==> config.mk <==
export PLATFORM = sky130hd
export DESIGN_NAME = txflag_unit
export DESIGN_NICKNAME = d
export VERILOG_FILES = /design/src/rtl/txflag_pkg.sv /design/src/rtl/txflag_cell.sv /design/src/rtl/txflag_activity.sv /design/src/rtl/txflag_unit.sv
export SDC_FILE = /design/constraint.sdc
export NUM_CORES = 1
export LEC_CHECK = 0
export BUFFER_PORTS_ARGS = -buffer_cell sky130_fd_sc_hd__buf_4
export CORE_MARGIN = 4
export CORE_UTILIZATION = 30
export CTS_CLUSTER_DIAMETER = 30
export DETAILED_ROUTE_END_ITERATION = 6
export PLACE_DENSITY = 0.56
export RECOVER_POWER = 25
export SETUP_SLACK_MARGIN = 0.5
export SLEW_MARGIN = 40
export SYNTH_ARGS = -nofsm -noshare
export SYNTH_HDL_FRONTEND = slang
export SYNTH_SLANG_ARGS = --single-unit
==> constraint.sdc <==
create_clock -name clk -period 2 [get_ports clk]
set_input_delay 0.1 -clock clk [delete_from_list [all_inputs] [get_ports clk]]
set_output_delay 0.1 -clock clk [all_outputs]
set_load 0.03 [all_outputs]
==> src/rtl/txflag_pkg.sv <==
package txflag_pkg;
  localparam int unsigned TXF_DEPTH_DFLT = 16;
  localparam int unsigned TXF_NFLAG = 2;
  typedef enum int unsigned {
    FL_ROOM = 0,
    FL_DONE = 1
  } txf_idx_e;
endpackage

==> src/rtl/txflag_cell.sv <==
module txflag_cell (
  input  logic clk,
  input  logic rst_n,
  input  logic set_cond,
  input  logic stat_rd,
  input  logic clr_evt,
  output logic flag,
  output logic armed
);
  logic fire;
  logic flag_d;
  logic armed_d;

  always_comb begin
    fire = armed & clr_evt;
    if (set_cond)  flag_d = 1'b1;
    else if (fire) flag_d = 1'b0;
    else           flag_d = flag;
    if (stat_rd)      armed_d = flag_d;
    else if (clr_evt) armed_d = 1'b0;
    else              armed_d = armed;
  end

  always_ff @(posedge clk) begin
    if (!rst_n) begin
      flag  <= 1'b1;
      armed <= 1'b0;
    end else begin
      flag  <= flag_d;
      armed <= armed_d;
    end
  end
endmodule

==> src/rtl/txflag_activity.sv <==
module txflag_activity (
  input  logic clk,
  input  logic rst_n,
  input  logic tx_en,
  input  logic brk_req,
  input  logic shifter_busy,
  output logic q_evt,
  output logic busy_pend
);
  logic en_q;
  logic pre_evt;

  assign pre_evt = tx_en & ~en_q;
  assign q_evt   = pre_evt | brk_req;

  always_ff @(posedge clk) begin
    if (!rst_n) begin
      en_q      <= 1'b0;
      busy_pend <= 1'b0;
    end else begin
      en_q <= tx_en;
      if (q_evt)             busy_pend <= 1'b1;
      else if (shifter_busy) busy_pend <= 1'b0;
    end
  end
endmodule

==> src/rtl/txflag_unit.sv <==
module txflag_unit #(
  parameter int unsigned DEPTH = txflag_pkg::TXF_DEPTH_DFLT,
  parameter int unsigned OCC_W = $clog2(DEPTH + 1)
) (
  input  logic             clk,
  input  logic             rst_n,
  input  logic [OCC_W-1:0] tx_occ,
  input  logic [OCC_W-1:0] tx_watermark,
  input  logic             shifter_busy,
  input  logic             tx_en,
  input  logic             brk_req,
  input  logic             stat_rd,
  input  logic             data_wr,
  output logic             flag_room,
  output logic             flag_done,
  output logic             line_mark
);
  import txflag_pkg::*;
  localparam int unsigned NF = TXF_NFLAG;

  logic [OCC_W:0] proj_occ;
  logic           room_set;
  logic           done_set;
  logic           q_evt;
  logic           busy_pend;
  logic [NF-1:0]  set_v;
  logic [NF-1:0]  clr_v;
  logic [NF-1:0]  flag_v;
  logic [NF-1:0]  arm_v;
  logic           room_armed;

  txflag_activity u_act (
    .clk          (clk),
    .rst_n        (rst_n),
    .tx_en        (tx_en),
    .brk_req      (brk_req),
    .shifter_busy (shifter_busy),
    .q_evt        (q_evt),
    .busy_pend    (busy_pend)
  );

  assign proj_occ = {1'b0, tx_occ} + {{OCC_W{1'b0}}, data_wr};
  assign room_set = proj_occ <= {1'b0, tx_watermark};
  assign done_set = (tx_occ == '0) & ~shifter_busy & ~busy_pend & ~q_evt & ~data_wr;

  always_comb begin
    set_v[FL_ROOM] = room_set;
    set_v[FL_DONE] = done_set;
    clr_v[FL_ROOM] = data_wr;
    clr_v[FL_DONE] = data_wr | q_evt;
  end

  for (genvar g = 0; g < NF; g++) begin : g_flag
    txflag_cell u_cell (
      .clk      (clk),
      .rst_n    (rst_n),
      .set_cond (set_v[g]),
      .stat_rd  (stat_rd),
      .clr_evt  (clr_v[g]),
      .flag     (flag_v[g]),
      .armed    (arm_v[g])
    );
  end

  assign flag_room  = flag_v[FL_ROOM];
  assign flag_done  = flag_v[FL_DONE];
  assign room_armed = arm_v[FL_ROOM];
  assign line_mark  = flag_done;
endmodule

# Word-level counts from Yosys, hierarchy flattened
# Cells that the tools add are included.
dict set report totals {
  input_bits 17
  output_inout_bits 3
  ff_bits 6
}
dict set report classes {
  n_reduce_logical 4
  magnitude_cmp 1
  bitwise_logic 14
  mux 10
  addsub 1
}
# op count
set ops {}
lappend ops {{$mux 1} 10}
lappend ops {{$and 1x1->1} 7}
lappend ops {{$add 5x1->6} 1}
lappend ops {{$le 6x5->1} 1}
lappend ops {{$reduce_bool 2->1} 3}
lappend ops {{$logic_not 5->1} 1}
lappend ops {{$not 1->1} 5}
lappend ops {{$or 1x1->1} 2}

# Logic depth before layout (Yosys ltp)
dict set report depth {
  ltp_word 8
  mapped_depth 9
  ltp_nobuf 9
}

# Modules after synthesis
# A second synthesis with hierarchy kept.
dict set report hier_totals {
  hier_cells 58
  hier_area_um2 483.0
}
# mod cells_each area_per_inst_um2 seq_area_each_um2 n_inst
set modules_own_cells {}
lappend modules_own_cells {txflag_unit 31 234.0 0.0 1}
lappend modules_own_cells {txflag_cell 10 83.8 40.0 2}
lappend modules_own_cells {txflag_activity 7 81.3 40.0 1}

# Least setup slack after synthesis
# Ideal clock, no wire load.
dict set report synth_timing {
  path_kind {input -> register}
  start {input port tx_occ[0]}
  end {register g_flag[0].u_cell.armed}
  t_arrival_ns 1.542
  cell_stages 9
  setup_ns 0.125
  slack_ns 0.333
  path_cell_list {ha_1 -> ha_1 -> nand3_1 -> xnor2_1 -> ha_1 -> and3_1 -> and3_1 -> a31oi_1 -> a31oi_1}
}
dict set report synth_between {
  elab_chain_len 4
}
# element line_no
set synth_rtl {}
lappend synth_rtl {{start: declaration} txflag_unit.sv:7} ;# input logic [OCC_W-1:0] tx_occ,
lappend synth_rtl {{$add 5x1->6} txflag_unit.sv:42} ;# assign proj_occ = {1'b0, tx_occ} + {{OCC_W{1'b0}}, data_wr};
lappend synth_rtl {{$le 6x5->1} txflag_unit.sv:43} ;# assign room_set = proj_occ <= {1'b0, tx_watermark};
lappend synth_rtl {{$mux 1} txflag_cell.sv:16} ;# if (set_cond) flag_d = 1'b1;
lappend synth_rtl {{$mux 1} txflag_cell.sv:19} ;# if (stat_rd) armed_d = flag_d;
lappend synth_rtl {{end signal: assignment} txflag_cell.sv:30} ;# armed <= armed_d;
lappend synth_rtl {{end: declaration} txflag_cell.sv:8} ;# output logic armed
# No other way between the ends.
# A chain may end at the register's enable or synchronous reset.

# Worst setup path in the final report
dict set report layout_timing {
  start {input port tx_occ[0]}
  end {register g_flag[0].u_cell.flag}
}
dict set report layout_between {
  elab_chain_len 3
}
# element line_no
set layout_rtl {}
lappend layout_rtl {{$add 5x1->6} txflag_unit.sv:42}
lappend layout_rtl {{$le 6x5->1} txflag_unit.sv:43}
lappend layout_rtl {{$mux 1} txflag_cell.sv:16}
lappend layout_rtl {{end signal: assignment} txflag_cell.sv:29} ;# flag <= flag_d;
lappend layout_rtl {{end: declaration} txflag_cell.sv:7} ;# output logic flag,
# No other way between the ends.

==> results.md <==
* Run status: finished clean
* CP delay by family, top: adder cells
* Synth async-reset ratio at 0%
* Switching fraction of total power at 29.5%
* Max-slew violations at 0
* Synth cell types at 23
* Fin. Hold Viols at 0
* I/O pin count at 20
* Num Clock Sinks at 6
* Number of global-route vias before repair at 420
* Worst path required time at 2.12 ns
* Clock Power Share at 30.4%
* # fillers at 148
* Vias at 473
* Sequential share of power at 35.1%
* H-tree lvl count at 1
* Multi-input gate area at 379 um2
* Full die area at 0.00222 mm2
* Reg2Reg Setup Slack at 0.83 ns
* Final WL at 1.19 mm
* Area fraction of the dominant cell type after synthesis at 26.2%
* Maximum buffer depth of the clock tree at 2
* Worst clock skew at 0.00526 ns
* Primary FF master, synth: dfxtp_1
* Worst path slowest cell: ha_1
* Most area-consuming cells after synthesis: dfxtp_1 (26%), ha_1 (19%), inv_1 (6.5%)
* Starting Density at 33.6%
* Worst-Margin Slew at 0.388 ns
* Largest net degree at the start of global routing at 5
* Fin crit period at 1.47 ns
* Final net count at 104
* Placed Area at 643 um2
* Share of layout cells above drive strength 1 at 42.3%
* Die H at 47.1 um
* Sw Pwr at 0.111 mW
* Number of buffers and inverters on the critical path at 1
* Clock-pin slew on the worst setup and hold paths at 0.05 ns
* Max-cap violations at 0
* # rows at 13
* TritonCTS clock tree: done
* Fmax at 679 MHz
* Cells along the critical path: buf_6 -> ha_4 -> ha_4 -> nand3_4 -> xnor2_2 -> ha_1 -> and3_4 -> and3_4 -> a31oi_4 -> o211ai_1
* First-pass GRT wire length at 1.64 mm
* Vias per cell at 5.09
* Data arrival, critical path at 1.60 ns
* Post-synth EDFFs at 0
* CP startpoint kind: input pin
* Initial DRT Pass Iterations at 4
* Count of input and output buffers at 19
* CP Max Fanout at 3
* Worst-Skew Late Latency at 0.25 ns
* DR WL/cell at 12.8 um
* Synthesized Nets at 80
* Total grt overflow at 0
* RSZ-0062 raised after global routing: true
* Routability cong. at 0.679
* Total power at 0.376 mW
* GRT Overall Usage at 10.5%
* #FFs+latches synth at 6
* VDD IR-drop max at 0.290 mV
* Pwr dens at 516 mW/mm2
* Post-route DRC at 0
* CP peak stage delay at 0.33 ns
* Slew margin rel. at 74.0%
* Post-synth top cells: inv_1 (8), ha_1 (7), dfxtp_1 (6)
* Period utilization at 73.6%
* Hold slack at 0.0626 ns
* Fin Setup TNS at 0 ns
* Die width at 47.1 um
* Total CTS buffers at 3
* Avg Inst Size Synth at 8.20 um2
* Final Setup Violations at 0
* Post-detail-place hpwl at 878 um
* Crit path capture type: register
* FF/Latch Area at 120 um2
* Leak at 0.336 nW
* Post-Syn Instances at 56
* Post-Syn Area at 459 um2
* Area growth syn-to-layout at 58.6%
* Hold crit path type: in -> reg
* Logic pwr share at 34.5%
* Final instance area at 728 um2
* Final ANT Viol Nets at 0
* Core ar. at 0.00137 mm2
* Detailed Route Iter0 Violations at 6
* Cell Int Power at 0.265 mW
* Count leader, synth: inv_1
* Root Buffer: clkbuf_4
* N_diodes at 0
* Ys Warns at 0
* Register area share after synthesis at 26.2%
* Leading area contributor after synthesis: dfxtp_1
* Initial antenna violation count at 0
* WS Path Type: in -> reg
-- cells in the final DEF, fill, tap and decap left out, types with 2 or more instances in the layout --
cell and count:
nor2b_1 3, dfxtp_1 6, clkbuf_4 3, o21ai_0 2, inv_1 8, nor3_1 3
and3_4 4, ha_4 2, nand3_1 3, nand2_1 2, xor2_1 2, ha_1 5
buf_4 17
-- worst register-to-register path, stage by stage, from the launching register on --
cell	delay [ns]
dfxtp_1	0.30
nor2b_1	0.05
nor3_1	0.31
o22ai_1	0.15
a211oi_1	0.26
-- power groups by stage --
stage | clock (mW) | combinational (mW) | sequential [mW]
2_1_floorplan | 0 | 0.0548 | 0.138
3_3_place_gp | 0 | 0.106 | 0.134
3_5_place_dp | 0 | 0.106 | 0.134
4_1_cts | 0.119 | 0.109 | 0.132
5_1_grt | 0.124 | 0.145 | 0.133
6_report | 0.114 | 0.130 | 0.132
-- metrics by stage --
step / instances / setup slack (ns) / utilization (%)
floorplan: 56 / 0.484 / -
global placement: 89 / 0.185 / 47.1
detailed placement: 89 / 0.199 / 47.1
CTS: 92 / 0.521 / 49.2
global route: 93 / 0.478 / 53.3
finish: 93 / 0.527 / 53.3
-- timing repair --
action | CTS | global route
hold buffers | 0 | 0
pin swaps | 2 | 7
setup endpoints to repair | 2 | 2
setup buffers | 0 | 1
gates resized for setup | 1 | 11
-- layout make-up --
class | count | share of cell area, %
Tap cell | 15 | 2.58
Sequential cell | 6 | 16.5
Timing Repair Buffer | 20 | 21.6
Inverter | 8 | 4.12
Clock buffer | 3 | 3.09
Multi-Input combinational cell | 41 | 52.1
-- final timing paths --
kind              depth (start not counted)                   from                      to
setup / recovery                         10              tx_occ[0]   g_flag[0].u_cell.flag
hold / removal                            2                stat_rd  g_flag[0].u_cell.armed
setup reg to reg                          4             u_act.en_q  g_flag[1].u_cell.armed
hold reg to reg                           2  g_flag[0].u_cell.flag  g_flag[0].u_cell.armed
-- metal layers --
layer / GRT usage (%) / vias up / routed length (um)
li1: - / 243 / -
met1: 14.4 / 211 / 501
met2: 15.7 / 17 / 592
met3: 4.60 / 2 / 83
met4: 1.66 / 0 / 8
met5: 0 / - / 0
-- flip-flops by register name (all words and copies together) (netlist names) --
| name | flops |
|---|---|
| u_act.en_q | 1 |
| g_flag.u_cell.flag | 2 |
| u_act.busy_pend | 1 |
| g_flag.u_cell.armed | 2 |
-- logic make-up after synthesis --
group / Yosys count / share of synthesized area, %
AND/OR/NAND/NOR: 20 / 25.9
AO/OA/AOI/OAI: 11 / 15.0
buffers and inverters: 9 / 8.18
adder cells (fa/ha/maj): 7 / 19.1
flip-flops: 6 / 26.2
XOR/XNOR: 3 / 5.72
No activity file was read; power rests on OpenSTA's default activity.
